[src/rtl/sup_pkg.sv]
package sup_pkg;
  typedef enum logic [1:0] {
    PH_IDLE = 2'd0,
    PH_RAMP = 2'd1,
    PH_RUN  = 2'd2
  } phase_t;

  localparam int IX_EN    = 0;
  localparam int IX_VID   = 1;
  localparam int IX_VST   = 2;
  localparam int IX_OV1   = 3;
  localparam int IX_OV2   = 4;
  localparam int IX_UVA   = 5;
  localparam int IX_UVB   = 6;
  localparam int IX_SWOK  = 7;
  localparam int N_FLAGS  = 8;
endpackage

[src/rtl/sup_reset_sync.sv]
module sup_reset_sync #(
  parameter int STAGES = 2
) (
  input  logic clk,
  input  logic rst_n,
  input  logic por_ok,
  output logic rst_q_n
);
  logic             arst_n;
  logic [STAGES-1:0] chain_q;
  logic [STAGES-1:0] chain_d;

  assign arst_n = rst_n & por_ok;

  always_comb begin
    chain_d = {chain_q[STAGES-2:0], 1'b1};
  end

  always_ff @(posedge clk or negedge arst_n) begin
    if (!arst_n) chain_q <= '0;
    else         chain_q <= chain_d;
  end

  assign rst_q_n = chain_q[STAGES-1];
endmodule

[src/rtl/sup_flag_sync.sv]
module sup_flag_sync #(
  parameter int W      = 8,
  parameter int STAGES = 2
) (
  input  logic         clk,
  input  logic         rst_n,
  input  logic [W-1:0] d,
  output logic [W-1:0] q
);
  for (genvar i = 0; i < W; i++) begin : g_bit
    logic [STAGES-1:0] st_q;
    always_ff @(posedge clk or negedge rst_n) begin
      if (!rst_n) st_q <= '0;
      else        st_q <= {st_q[STAGES-2:0], d[i]};
    end
    assign q[i] = st_q[STAGES-1];
  end
endmodule

[src/rtl/sup_ss_timer.sv]
module sup_ss_timer
  import sup_pkg::*;
#(
  parameter int SS_CYCLES = 4096
) (
  input  logic   clk,
  input  logic   rst_n,
  input  logic   start_ok,
  input  logic   en_s,
  output phase_t phase
);
  localparam int CW = (SS_CYCLES > 1) ? $clog2(SS_CYCLES) : 1;
  localparam logic [CW-1:0] LAST = CW'(SS_CYCLES - 1);

  phase_t        ph_q, ph_d;
  logic [CW-1:0] cnt_q, cnt_d;
  logic          cnt_we;

  always_comb begin
    ph_d   = ph_q;
    cnt_d  = cnt_q;
    cnt_we = 1'b0;
    unique case (ph_q)
      PH_IDLE: begin
        if (start_ok) begin
          ph_d   = PH_RAMP;
          cnt_d  = '0;
          cnt_we = 1'b1;
        end
      end
      PH_RAMP: begin
        cnt_we = 1'b1;
        if (!start_ok) begin
          ph_d  = PH_IDLE;
          cnt_d = '0;
        end else if (cnt_q == LAST) begin
          ph_d  = PH_RUN;
          cnt_d = '0;
        end else begin
          cnt_d = cnt_q + 1'b1;
        end
      end
      PH_RUN: begin
        if (!en_s) ph_d = PH_IDLE;
      end
      default: begin
        ph_d   = PH_IDLE;
        cnt_d  = '0;
        cnt_we = 1'b1;
      end
    endcase
  end

  always_ff @(posedge clk or negedge rst_n) begin
    if (!rst_n) ph_q <= PH_IDLE;
    else        ph_q <= ph_d;
  end

  always_ff @(posedge clk or negedge rst_n) begin
    if (!rst_n)      cnt_q <= '0;
    else if (cnt_we) cnt_q <= cnt_d;
  end

  assign phase = ph_q;
endmodule

[src/rtl/sup_prot.sv]
module sup_prot
  import sup_pkg::*;
(
  input  logic   clk,
  input  logic   rst_n,
  input  phase_t phase,
  input  logic   en_s,
  input  logic   ov1_s,
  input  logic   ov2_s,
  input  logic   uva_s,
  input  logic   uvb_s,
  input  logic   swok_s,
  output logic   ramp_en,
  output logic   clamp_release,
  output logic   hs_en,
  output logic   ls_en,
  output logic   crowbar,
  output logic   ldo_a_gate,
  output logic   ldo_b_gate,
  output logic   pg_pulldown
);
  logic active, running;
  logic ov1_q, ov2_q, uva_q, uvb_q;
  logic ov1_d, ov2_d, uva_d, uvb_d;

  assign active  = (phase == PH_RAMP) || (phase == PH_RUN);
  assign running = (phase == PH_RUN);

  always_comb begin
    if (!en_s) begin
      ov1_d = 1'b0;
      ov2_d = 1'b0;
      uva_d = 1'b0;
      uvb_d = 1'b0;
    end else begin
      ov1_d = ov1_q | (active  & ov1_s);
      ov2_d = ov2_q | (active  & ov2_s);
      uva_d = uva_q | (running & uva_s);
      uvb_d = uvb_q | (running & uvb_s);
    end
  end

  always_ff @(posedge clk or negedge rst_n) begin
    if (!rst_n) begin
      ov1_q <= 1'b0;
      ov2_q <= 1'b0;
      uva_q <= 1'b0;
      uvb_q <= 1'b0;
    end else begin
      ov1_q <= ov1_d;
      ov2_q <= ov2_d;
      uva_q <= uva_d;
      uvb_q <= uvb_d;
    end
  end

  assign ramp_en       = (phase == PH_RAMP);
  assign clamp_release = running;
  assign ls_en         = active;
  assign hs_en         = active & ~ov1_q & ~ov2_q;
  assign crowbar       = ov2_q;
  assign ldo_a_gate    = active & ~uva_q;
  assign ldo_b_gate    = active & ~uvb_q;
  assign pg_pulldown   = ~running | ~swok_s | uva_q | uvb_q | ov1_q | ov2_q;
endmodule

[src/rtl/buck_seq_supervisor.sv]
module buck_seq_supervisor
  import sup_pkg::*;
#(
  parameter int SS_CYCLES   = 4096,
  parameter int SYNC_STAGES = 2
) (
  input  logic clk,
  input  logic rst_n,
  input  logic por_ok,
  input  logic start_lvl_ok,
  input  logic enable,
  input  logic vid_ok,
  input  logic ovp_lvl1,
  input  logic ovp_lvl2,
  input  logic ldo_a_low,
  input  logic ldo_b_low,
  input  logic sw_pg_ok,
  output logic ramp_en,
  output logic clamp_release,
  output logic hs_en,
  output logic ls_en,
  output logic crowbar,
  output logic ldo_a_gate,
  output logic ldo_b_gate,
  output logic pg_pulldown
);
  logic               rst_q_n;
  logic [N_FLAGS-1:0] flags_raw, flags_s;
  logic               en_s, start_ok;
  phase_t             phase;

  always_comb begin
    flags_raw           = '0;
    flags_raw[IX_EN]    = enable;
    flags_raw[IX_VID]   = vid_ok;
    flags_raw[IX_VST]   = start_lvl_ok;
    flags_raw[IX_OV1]   = ovp_lvl1;
    flags_raw[IX_OV2]   = ovp_lvl2;
    flags_raw[IX_UVA]   = ldo_a_low;
    flags_raw[IX_UVB]   = ldo_b_low;
    flags_raw[IX_SWOK]  = sw_pg_ok;
  end

  sup_reset_sync #(.STAGES(2)) u_rst (
    .clk     (clk),
    .rst_n   (rst_n),
    .por_ok  (por_ok),
    .rst_q_n (rst_q_n)
  );

  sup_flag_sync #(.W(N_FLAGS), .STAGES(SYNC_STAGES)) u_sync (
    .clk   (clk),
    .rst_n (rst_q_n),
    .d     (flags_raw),
    .q     (flags_s)
  );

  assign en_s     = flags_s[IX_EN];
  assign start_ok = flags_s[IX_EN] & flags_s[IX_VID] & flags_s[IX_VST];

  sup_ss_timer #(.SS_CYCLES(SS_CYCLES)) u_timer (
    .clk      (clk),
    .rst_n    (rst_q_n),
    .start_ok (start_ok),
    .en_s     (en_s),
    .phase    (phase)
  );

  sup_prot u_prot (
    .clk           (clk),
    .rst_n         (rst_q_n),
    .phase         (phase),
    .en_s          (en_s),
    .ov1_s         (flags_s[IX_OV1]),
    .ov2_s         (flags_s[IX_OV2]),
    .uva_s         (flags_s[IX_UVA]),
    .uvb_s         (flags_s[IX_UVB]),
    .swok_s        (flags_s[IX_SWOK]),
    .ramp_en       (ramp_en),
    .clamp_release (clamp_release),
    .hs_en         (hs_en),
    .ls_en         (ls_en),
    .crowbar       (crowbar),
    .ldo_a_gate    (ldo_a_gate),
    .ldo_b_gate    (ldo_b_gate),
    .pg_pulldown   (pg_pulldown)
  );
endmodule

[config.mk]
export PLATFORM = sky130hd
export DESIGN_NAME = buck_seq_supervisor
export DESIGN_NICKNAME = d
export VERILOG_FILES = /design/src/rtl/sup_pkg.sv /design/src/rtl/sup_reset_sync.sv /design/src/rtl/sup_flag_sync.sv /design/src/rtl/sup_ss_timer.sv /design/src/rtl/sup_prot.sv /design/src/rtl/buck_seq_supervisor.sv
export SDC_FILE = /design/constraint.sdc
export NUM_CORES = 1
export LEC_CHECK = 0
export BUFFER_PORTS_ARGS = -buffer_cell sky130_fd_sc_hd__buf_2
export CORE_MARGIN = 4
export CORE_UTILIZATION = 29
export DETAILED_ROUTE_END_ITERATION = 8
export RECOVER_POWER = 25
export SYNTH_ARGS = -nofsm -noshare
export SYNTH_HDL_FRONTEND = slang
export SYNTH_SLANG_ARGS = --single-unit
[constraint.sdc]
create_clock -name clk -period 2.2 [get_ports clk]
set_clock_uncertainty 0.2 [all_clocks]
set_input_delay 0.33 -clock clk [delete_from_list [all_inputs] [get_ports clk]]
set_output_delay 0.33 -clock clk [all_outputs]
set_load 0.05 [all_outputs]
**Yosys cells after proc, flatten, opt, wreduce, memory -nomap -nowiden**

Cells that the tools add are included.

- Bits in registers: 36
- Bits in latches: 0
- Memory bits (writable): 0
- Bits in read-only memories: 0
- Input port bits: 11
- Logic and storage cells: 67
- Memories kept: 0

- Add/sub/neg operators: 1
- $mul: 0
- Divide/modulo/power cells: 0
- $lt $le $gt $ge: 0
- Equal/unequal tests: 6
- Shift operators: 0
- Mux-type cells: 15
- Bitwise operators: 26
- Reductions and logical operators: 4

Operators by type and width:

| operator | count |
|---|---|
| $mux 12 | 3 |
| $pmux 12 s3 | 1 |
| $add 12x1->12 const B | 1 |
| $eq 12x12->1 const B | 1 |
| $and 1x1->1 | 11 |
| $or 1x1->1 | 9 |
| $mux 2 | 4 |
| $not 1->1 | 6 |
| $pmux 2 s3 | 1 |
| $reduce_and 3->1 | 2 |
| $mux 1 | 5 |
| $ne 3x3->1 const B | 1 |
| $eq 2x1->1 const B | 1 |
| $eq 2x2->1 const B | 1 |
| $logic_not 2->1 | 1 |
| $ne 2x1->1 const B | 1 |
| $ne 2x2->1 const B | 1 |
| $pmux 1 s2 | 1 |
| $logic_or 1x1->1 | 1 |

**Depth between registers and ports, before layout**

Gate-level depths: netlist (run 1).

- Word-level depth: 7
- Depth in mapped cells: 7
- Mapped depth without buffers: 6

**Modules after synthesis**

Synthesis (run 1) repeated with hierarchy kept, for this count alone.

- Cell total of the unflattened synthesis: 138
- Area total of the unflattened synthesis: 1,535.2 µm²

By module, submodules not included:

| module | instances | cells each | area each (µm²) | sequential area each (µm²) |
|---|---|---|---|---|
| sup_ss_timer | 1 | 86 | 795.8 | 350.3 |
| sup_flag_sync | 1 | 24 | 460.4 | 400.4 |
| sup_prot | 1 | 23 | 212.7 | 100.1 |
| sup_reset_sync | 1 | 4 | 60.1 | 50.0 |
| buck_seq_supervisor | 1 | 1 | 6.3 | 0.0 |

**Worst setup path after synthesis (run 1)**

Ideal clock, no wire load.

- Path type: register -> output
- From: reg u_timer.ph_q[1] (netlist: u_timer.phase[1])
- To: out ldo_a_gate
- Data arrival time: 1.804 ns
- Path slack: -0.134 ns
- Cell stages (with the launch flop): 4
- Path buffers: 0
- Cells stage by stage: dfrtp_1 inv_1 ha_1 nor2b_1

- Cells in the longest elaborated chain, start to end: 3
- Elaborated cells on any way between the ends: 4
- Classes of those cells: 2 x eq/ne; 1 x bitwise; 1 x reduce/logical

Ends and longest elaborated chain:

| item | RTL line | text |
|---|---|---|
| start: declaration | sup_ss_timer.sv:15 | `phase_t ph_q, ph_d;` |
| start signal: assignment | sup_ss_timer.sv:56 | `else ph_q <= ph_d;` |
| $eq 2x1->1 or $eq 2x2->1 (tied branches) | sup_prot.sv:26 | `assign active = (phase == PH_RAMP) \|\| (phase == PH_RUN);` |
| $logic_or 1x1->1 * | sup_prot.sv:26 |  |
| named net ls_en | buck_seq_supervisor.sv:21 | `output logic ls_en,` |
| $and 1x1->1 * | sup_prot.sv:62 | `assign ldo_a_gate = active & ~uva_q;` |
| end: declaration | buck_seq_supervisor.sv:23 | `output logic ldo_a_gate,` |

The timed path passes the listed nets; every way through them passes the cells marked *.

**Worst setup path in the final report (run 1)**

- From: reg u_timer.ph_q[1] (netlist: u_timer.phase[1])
- To: out ldo_b_gate

- Cells in the longest elaborated chain, start to end: 3
- Elaborated cells on any way between the ends: 4
- Classes of those cells: 2 x eq/ne; 1 x bitwise; 1 x reduce/logical

Ends and longest elaborated chain:

| item | RTL line | text |
|---|---|---|
| $eq 2x1->1 or $eq 2x2->1 (tied branches) | sup_prot.sv:26 |  |
| $logic_or 1x1->1 * | sup_prot.sv:26 |  |
| $and 1x1->1 * | sup_prot.sv:63 | `assign ldo_b_gate = active & ~uvb_q;` |
| end: declaration | buck_seq_supervisor.sv:24 | `output logic ldo_b_gate,` |

Mark *: on every way between the ends. The rest lies on a longest branch, timed or not.

==> results_dict.tcl, run 1 <==
set metrics [dict create \
    hold_buffers 10 \
    drive_gt1_frac 0.239 \
    regArea_sq_um 901 \
    slew_violations 0 \
    power.internal_mw 1.23 \
    startpoint_type "flip-flop" \
    die_w_um 80.4 \
    syn_inst 131 \
    tns_ns 0 \
    rsz0062_at_grt "no" \
    crit_type "reg -> out" \
    crit_fanout 6 \
    die_area_sq_um 6460 \
    synth_async_sr_flop_share 1.00 \
    htree_levels 2 \
    min_path_type "reg -> reg" \
    io_buffer_count 18 \
    pin_count 19 \
    cts_root_buffer "clkbuf_8" \
    core_area_sq_um 5110 \
    wl_per_cell_um 12.0 \
    grt.total_usage 0.0962 \
    vias 1075 \
    ant_nets 0 \
    power.leakage_nw 0.817 \
    grt.overflow.total 0 \
    ys_ff_latch 36 \
    critPathMaxStageDelay_ns 0.38 \
    finalWeightedCongestion 0.814 \
    clk_pin_slew_worst_paths_ns 0.08 \
    synth_edf_count 0 \
    path_cells "inv_1 -> ha_1 -> nor2b_2 -> buf_2" \
    finalHoldViolations 0 \
    crit_slowest_cell "dfrtp_1" \
    hpwl_mm 1.92 \
    finalSetupViolations 0 \
    grt_max_degree 35 \
    worst_ir_drop_vdd_mv 0.838 \
    relSlewSlack 0.452 \
    ys_seq_area_frac 0.593 \
    synth.distinct_cells 35 \
    first_pass_iters 4 \
    fin_hold_ws_ns 0.129 \
    post_cts_buffers 0 \
    cts.sinks 36 \
    synth_ff_type "dfrtp_1" \
    rows 26 \
    start_util 0.297 \
    synth_area_sq_um 1520 \
    clk_path_buf_depth 2 \
    syn_area_per_cell_sq_um 11.6 \
    drt_iter0_markers 47 \
    cts_made_buffers 5 \
    clkPwrFrac 0.239 \
    power_frac_comb 0.397 \
    fillCellCount 505 \
    drc 0 \
    worst_slew_pin_slew_ns 0.822 \
    fin_crit_ns 2.08 \
    grt_pass1_vias 989 \
    p_sw_mw 0.866 \
    p_per_area_nw_per_um2 1110 \
    cap_viol_max_count 0 \
    p_seq_frac 0.363 \
    die_y_um 80.4 \
    finalWirelength_mm 2.79 \
    fmax_mhz 480 \
    yosysWarningCount 0 \
    outcome "complete, no violations" \
    critPathRequiredTime_ns 1.67 \
    multi_input_area_sq_um 586 \
    routed_via_density 4.61 \
    finalCritPeriodShare 0.946 \
    fin_nets 178 \
    grt_pass1_wl_mm 4.69 \
    antenna_found_initial 0 \
    cts_tree "done" \
    ctsResizeCount 0 \
    num_antenna_cells 0 \
    syn_to_final_growth_pct 24.1 \
    postSynthNetCount 146 \
    clock_latency_ns 0.29 \
    sw_frac_of_total 0.414 \
    endpoint_kind "output port" \
    critPathArrivalTime_ns 1.55 \
]
## flip-flops by register name (all words and copies together), names as in the netlist
register,cells
u_sync.g_bit.st_q,16
u_timer.phase,2
u_prot.uva_q,1
u_prot.ov1_q,1
u_prot.crowbar,1
u_prot.uvb_q,1
u_rst.chain_q,2
u_timer.cnt_q,12
## cells by family (layout without fill, tap and decap cells)
family                     count (synthesis)  in the layout  share of synthesized area
other                                      1              1                    0.00247
buffers and inverters                      9             41                     0.0264
adders and majority gates                  4              4                     0.0330
xor gates and xnor gates                   1              1                    0.00577
DFF                                       36             36                      0.593
AOI/OAI and AO/OA                         35             35                      0.158
and+or+nand+nor                           45             45                      0.181
## power by group through the flow
stage | registers (mW) | clock network (mW) | logic, mW
after floorplan | 0.792 | 0 | 0.645
after global placement | 0.772 | 0 | 0.822
final | 0.761 | 0.501 | 0.832
after global routing | 0.768 | 0.548 | 0.893
after detailed placement | 0.771 | 0 | 0.825
after CTS | 0.760 | 0.525 | 0.843
## layout by cell type (no fill, tap or decap), types with 2 or more instances in the layout
master / count
nor2b_2: 2
a31o_2: 2
and2_1: 3
dfrtp_1: 36
a21oi_1: 8
a31oi_1: 4
and3_1: 3
ha_1: 3
nand4_1: 7
dlygate4sd3_1: 10
nand3_1: 6
o21ai_0: 10
buf_2: 18
nor2_1: 5
nand2_1: 6
inv_1: 5
clkbuf_8: 7
a21oi_2: 2
o31ai_1: 3
and4_1: 2
nor2b_1: 4
## routing by layer
metal | GRT usage | vias to the layer above | part of all wire
li1 | - | 535 | -
met1 | 0.127 | 512 | 0.50
met2 | 0.140 | 22 | 0.44
met3 | 0.0370 | 6 | 0.041
met4 | 0.0405 | 0 | 0.018
met5 | 0 | - | 0
## synthesized netlist by cell type (3+ instances only)
cell type / number / area [sq um]
nand3_1: 6 / 30.0
inv_1: 5 / 18.8
ha_1: 4 / 50.1
nor2_1: 5 / 18.8
dfrtp_1: 36 / 901
nor2b_1: 6 / 37.5
nand2_1: 6 / 22.5
o31ai_1: 3 / 22.5
o21ai_0: 10 / 50.1
and3_1: 3 / 18.8
a21oi_1: 8 / 40.0
nand4_1: 7 / 43.8
a31oi_1: 4 / 25.0
and2_1: 3 / 18.8
## worst paths after layout
check / from / end / slack [ns] / cells after the start
max: u_timer.phase[1] / ldo_b_gate / 0.12 / 4
min: u_sync.g_bit[2].st_q[0] / u_sync.g_bit[2].st_q[1] / 0.13 / 0
max reg2reg: u_timer.phase[1] / u_timer.cnt_q[4] / 0.31 / 5
min reg2reg: u_sync.g_bit[2].st_q[0] / u_sync.g_bit[2].st_q[1] / 0.13 / 0
max in group asynchronous: por_ok / u_rst.chain_q[1] / 0.89 / 4
min in group asynchronous: u_rst.chain_q[1] / u_timer.cnt_q[1] / 0.20 / 1
## per-stage QoR
step	area, sq um	power, mW	std cells	worst slack (ns)	utilization
after global placement	1690	1.59	216	0.341	0.331
final	1880	2.09	233	0.118	0.369
after floorplan	1530	1.44	131	0.0824	-
after CTS	1890	2.13	233	0.0807	0.369
after global routing	1880	2.21	233	0.0177	0.369
after detailed placement	1690	1.60	216	0.278	0.331
## area by class of cell
type | instances | share of cell area
inverter | 5 | 0.00996
clock buffer | 7 | 0.0511
multi-input combinational | 86 | 0.311
sequential | 36 | 0.478
timing repair buffer | 29 | 0.104
tap | 70 | 0.0465
## critical path, delay by kind of cell, from the launching register on
kind / cells / cell delay (ns)
adder cells (fa/ha/maj): 1 / 0.38
AND/OR/NAND/NOR: 1 / 0.17
buffers and inverters: 2 / 0.34
flip-flops: 1 / 0.38
(Power assumes the default switching activity.)
==> run 2, diff against run 1 <==
--- a/config.mk
+++ b/config.mk
@@ -10,6 +10,7 @@
 export CORE_UTILIZATION = 29
 export DETAILED_ROUTE_END_ITERATION = 8
 export RECOVER_POWER = 25
+export REMOVE_ABC_BUFFERS = 1
 export SYNTH_ARGS = -nofsm -noshare
 export SYNTH_HDL_FRONTEND = slang
 export SYNTH_SLANG_ARGS = --single-unit
==> run 2 against run 1 <==
  * Non-clock buffer count did not move
  * Power up 3.0%
  * Wire length decreased by 3.8%
  * Largest power group unchanged
  * Global-route usage is 0.39 points higher
  * Design area is 0.53% higher
  * Clock power up 14%
==> results_dict.tcl, run 2 (synthesis results as in run 1) <==
set metrics [dict create \
    outcome "complete, no violations" \
    path_cells "inv_1 -> ha_1 -> nor2b_1 -> buf_2" \
    fillCellCount 496 \
    finalCritPeriodShare 0.948 \
    final_area_sq_um 1890 \
    startpoint_type "flip-flop" \
    hpwl_mm 1.86 \
    drive_gt1_frac 0.226 \
    tns_ns 0 \
    crit_slowest_cell "dfrtp_1" \
    crit_type "reg -> out" \
    min_path_type "reg -> reg" \
    die_y_um 80.4 \
    finalWirelength_mm 2.68 \
    clock_latency_ns 0.28 \
    grt_max_degree 35 \
    start_util 0.297 \
    vias 1091 \
    ant_nets 0 \
    num_antenna_cells 0 \
    endpoint_kind "output port" \
    fmax_mhz 479 \
    grt_pass1_wl_mm 4.95 \
    finalSetupViolations 0 \
    regArea_sq_um 901 \
    rows 26 \
    power.leakage_nw 0.821 \
    first_pass_iters 4 \
    rsz0062_at_grt "no" \
    clk_path_buf_depth 2 \
    fin_nets 178 \
    drt_iter0_markers 56 \
    io_buffer_count 18 \
    largest_register_ffs 16 \
    drc 0 \
    crit_fanout 6 \
    critPathLaunch "u_timer.phase[1]" \
    finalWorstSetupSlack_ns 0.114 \
    mostFrequentLayoutCells "dfrtp_1, buf_2, o21ai_0, dlygate4sd3_1, a21oi_1" \
    crit_end "ldo_a_gate" \
    r2r_slack_ns 0.28 \
    worst_slew_pin_slew_ns 0.791 \
    critPathRequiredTime_ns 1.67 \
    die_area_sq_um 6460 \
    syn_to_final_growth_pct 24.7 \
    reg2reg_depth 5 \
    top_regs "u_sync.g_bit.st_q (16), u_timer.cnt_q (12)" \
    dpl_cell_area_sq_um 1680 \
    final_common_cell "dfrtp_1" \
    die_w_um 80.4 \
    cts_tree "done" \
    htree_levels 2 \
    dp_slack_ns 0.293 \
    cts.sinks 36 \
    worst_ir_drop_vdd_mv 0.754 \
    routed_via_density 4.66 \
    p_per_area_nw_per_um2 1140 \
    wl_per_cell_um 11.4 \
    post_cts_buffers 0 \
    critPathArrivalTime_ns 1.56 \
    multi_input_area_sq_um 578 \
    relSlewSlack 0.472 \
    cap_viol_max_count 0 \
    finalHoldViolations 0 \
    largest-register "u_sync.g_bit.st_q" \
    cts_made_buffers 5 \
    slew_violations 0 \
    cts_root_buffer "clkbuf_8" \
    grt.overflow.total 0 \
    antenna_found_initial 0 \
    worstReg2RegEnd "u_timer.phase[0]" \
    critPathMaxStageDelay_ns 0.38 \
    finalWeightedCongestion 0.781 \
    grt_pass1_vias 1100 \
    reg2reg_from "u_timer.cnt_q[0]" \
    pin_count 19 \
    core_area_sq_um 5110 \
    fin_crit_ns 2.09 \
    total_power_mw 2.16 \
    clk_pin_slew_worst_paths_ns 0.07 \
    grt.total_usage 0.100 \
]
run 2: what timing repair did:
action | CTS | global route
hold endpoints to repair | 10 | 0
resized for setup | 0 | 1
hold buffers | 10 | 0
endpoints found under the setup margin | 0 | 1
run 2: cell type report:
type                    count  share of cell area
clock buffers               5              0.0363
clock inverters             3              0.0225
inverters                   5             0.00991
multi-input cells          86               0.305
flip-flops and latches     36               0.476
well taps                  70              0.0462
repair buffers             29               0.104
run 2: per-layer routing:
metal / share of wire / vias up / wire, um / global-route usage
met5: 0 / - / 0 / 0
met4: 0.016 / 0 / 42 / 0.0355
met3: 0.059 / 6 / 158 / 0.0415
met2: 0.44 / 26 / 1180 / 0.152
met1: 0.48 / 523 / 1300 / 0.127
li1: - / 536 / - / -
run 2: how the worst min path moves through the flow:
stage	start	end	slack, ns	cells after the start
after floorplan	por_ok	u_rst.chain_q[0]	-0.06	1
after global placement	por_ok	u_rst.chain_q[0]	0.02	2
after detailed placement	por_ok	u_rst.chain_q[0]	0.03	2
after CTS	u_rst.chain_q[1]	u_prot.ov1_q	0.08	1
after global routing	u_sync.g_bit[3].st_q[0]	u_sync.g_bit[3].st_q[1]	0.16	0
final	u_sync.g_bit[3].st_q[0]	u_sync.g_bit[3].st_q[1]	0.15	0
run 2: where the power goes:
group          internal, mW  leakage, nW  switching [mW]
logic                 0.226        0.309           0.602
registers             0.718        0.457          0.0398
clock network         0.335       0.0541           0.235
total                  1.28        0.821           0.877
run 2: critical path: cells and delay by family, from the launching register on:
family	cells	cell delay, ns
buffers and inverters	2	0.36
and+or+nand+nor	1	0.15
DFF	1	0.38
adders and majority gates	1	0.38
run 2: through the flow:
stage	hold WS [ns]	utilization	cells
4_1_cts	0.0836	0.371	234
2_1_floorplan	-0.0637	-	127
5_1_grt	0.158	0.371	234
6_report	0.150	0.371	234
3_5_place_dp	0.0284	0.329	216
3_3_place_gp	0.0212	0.329	216
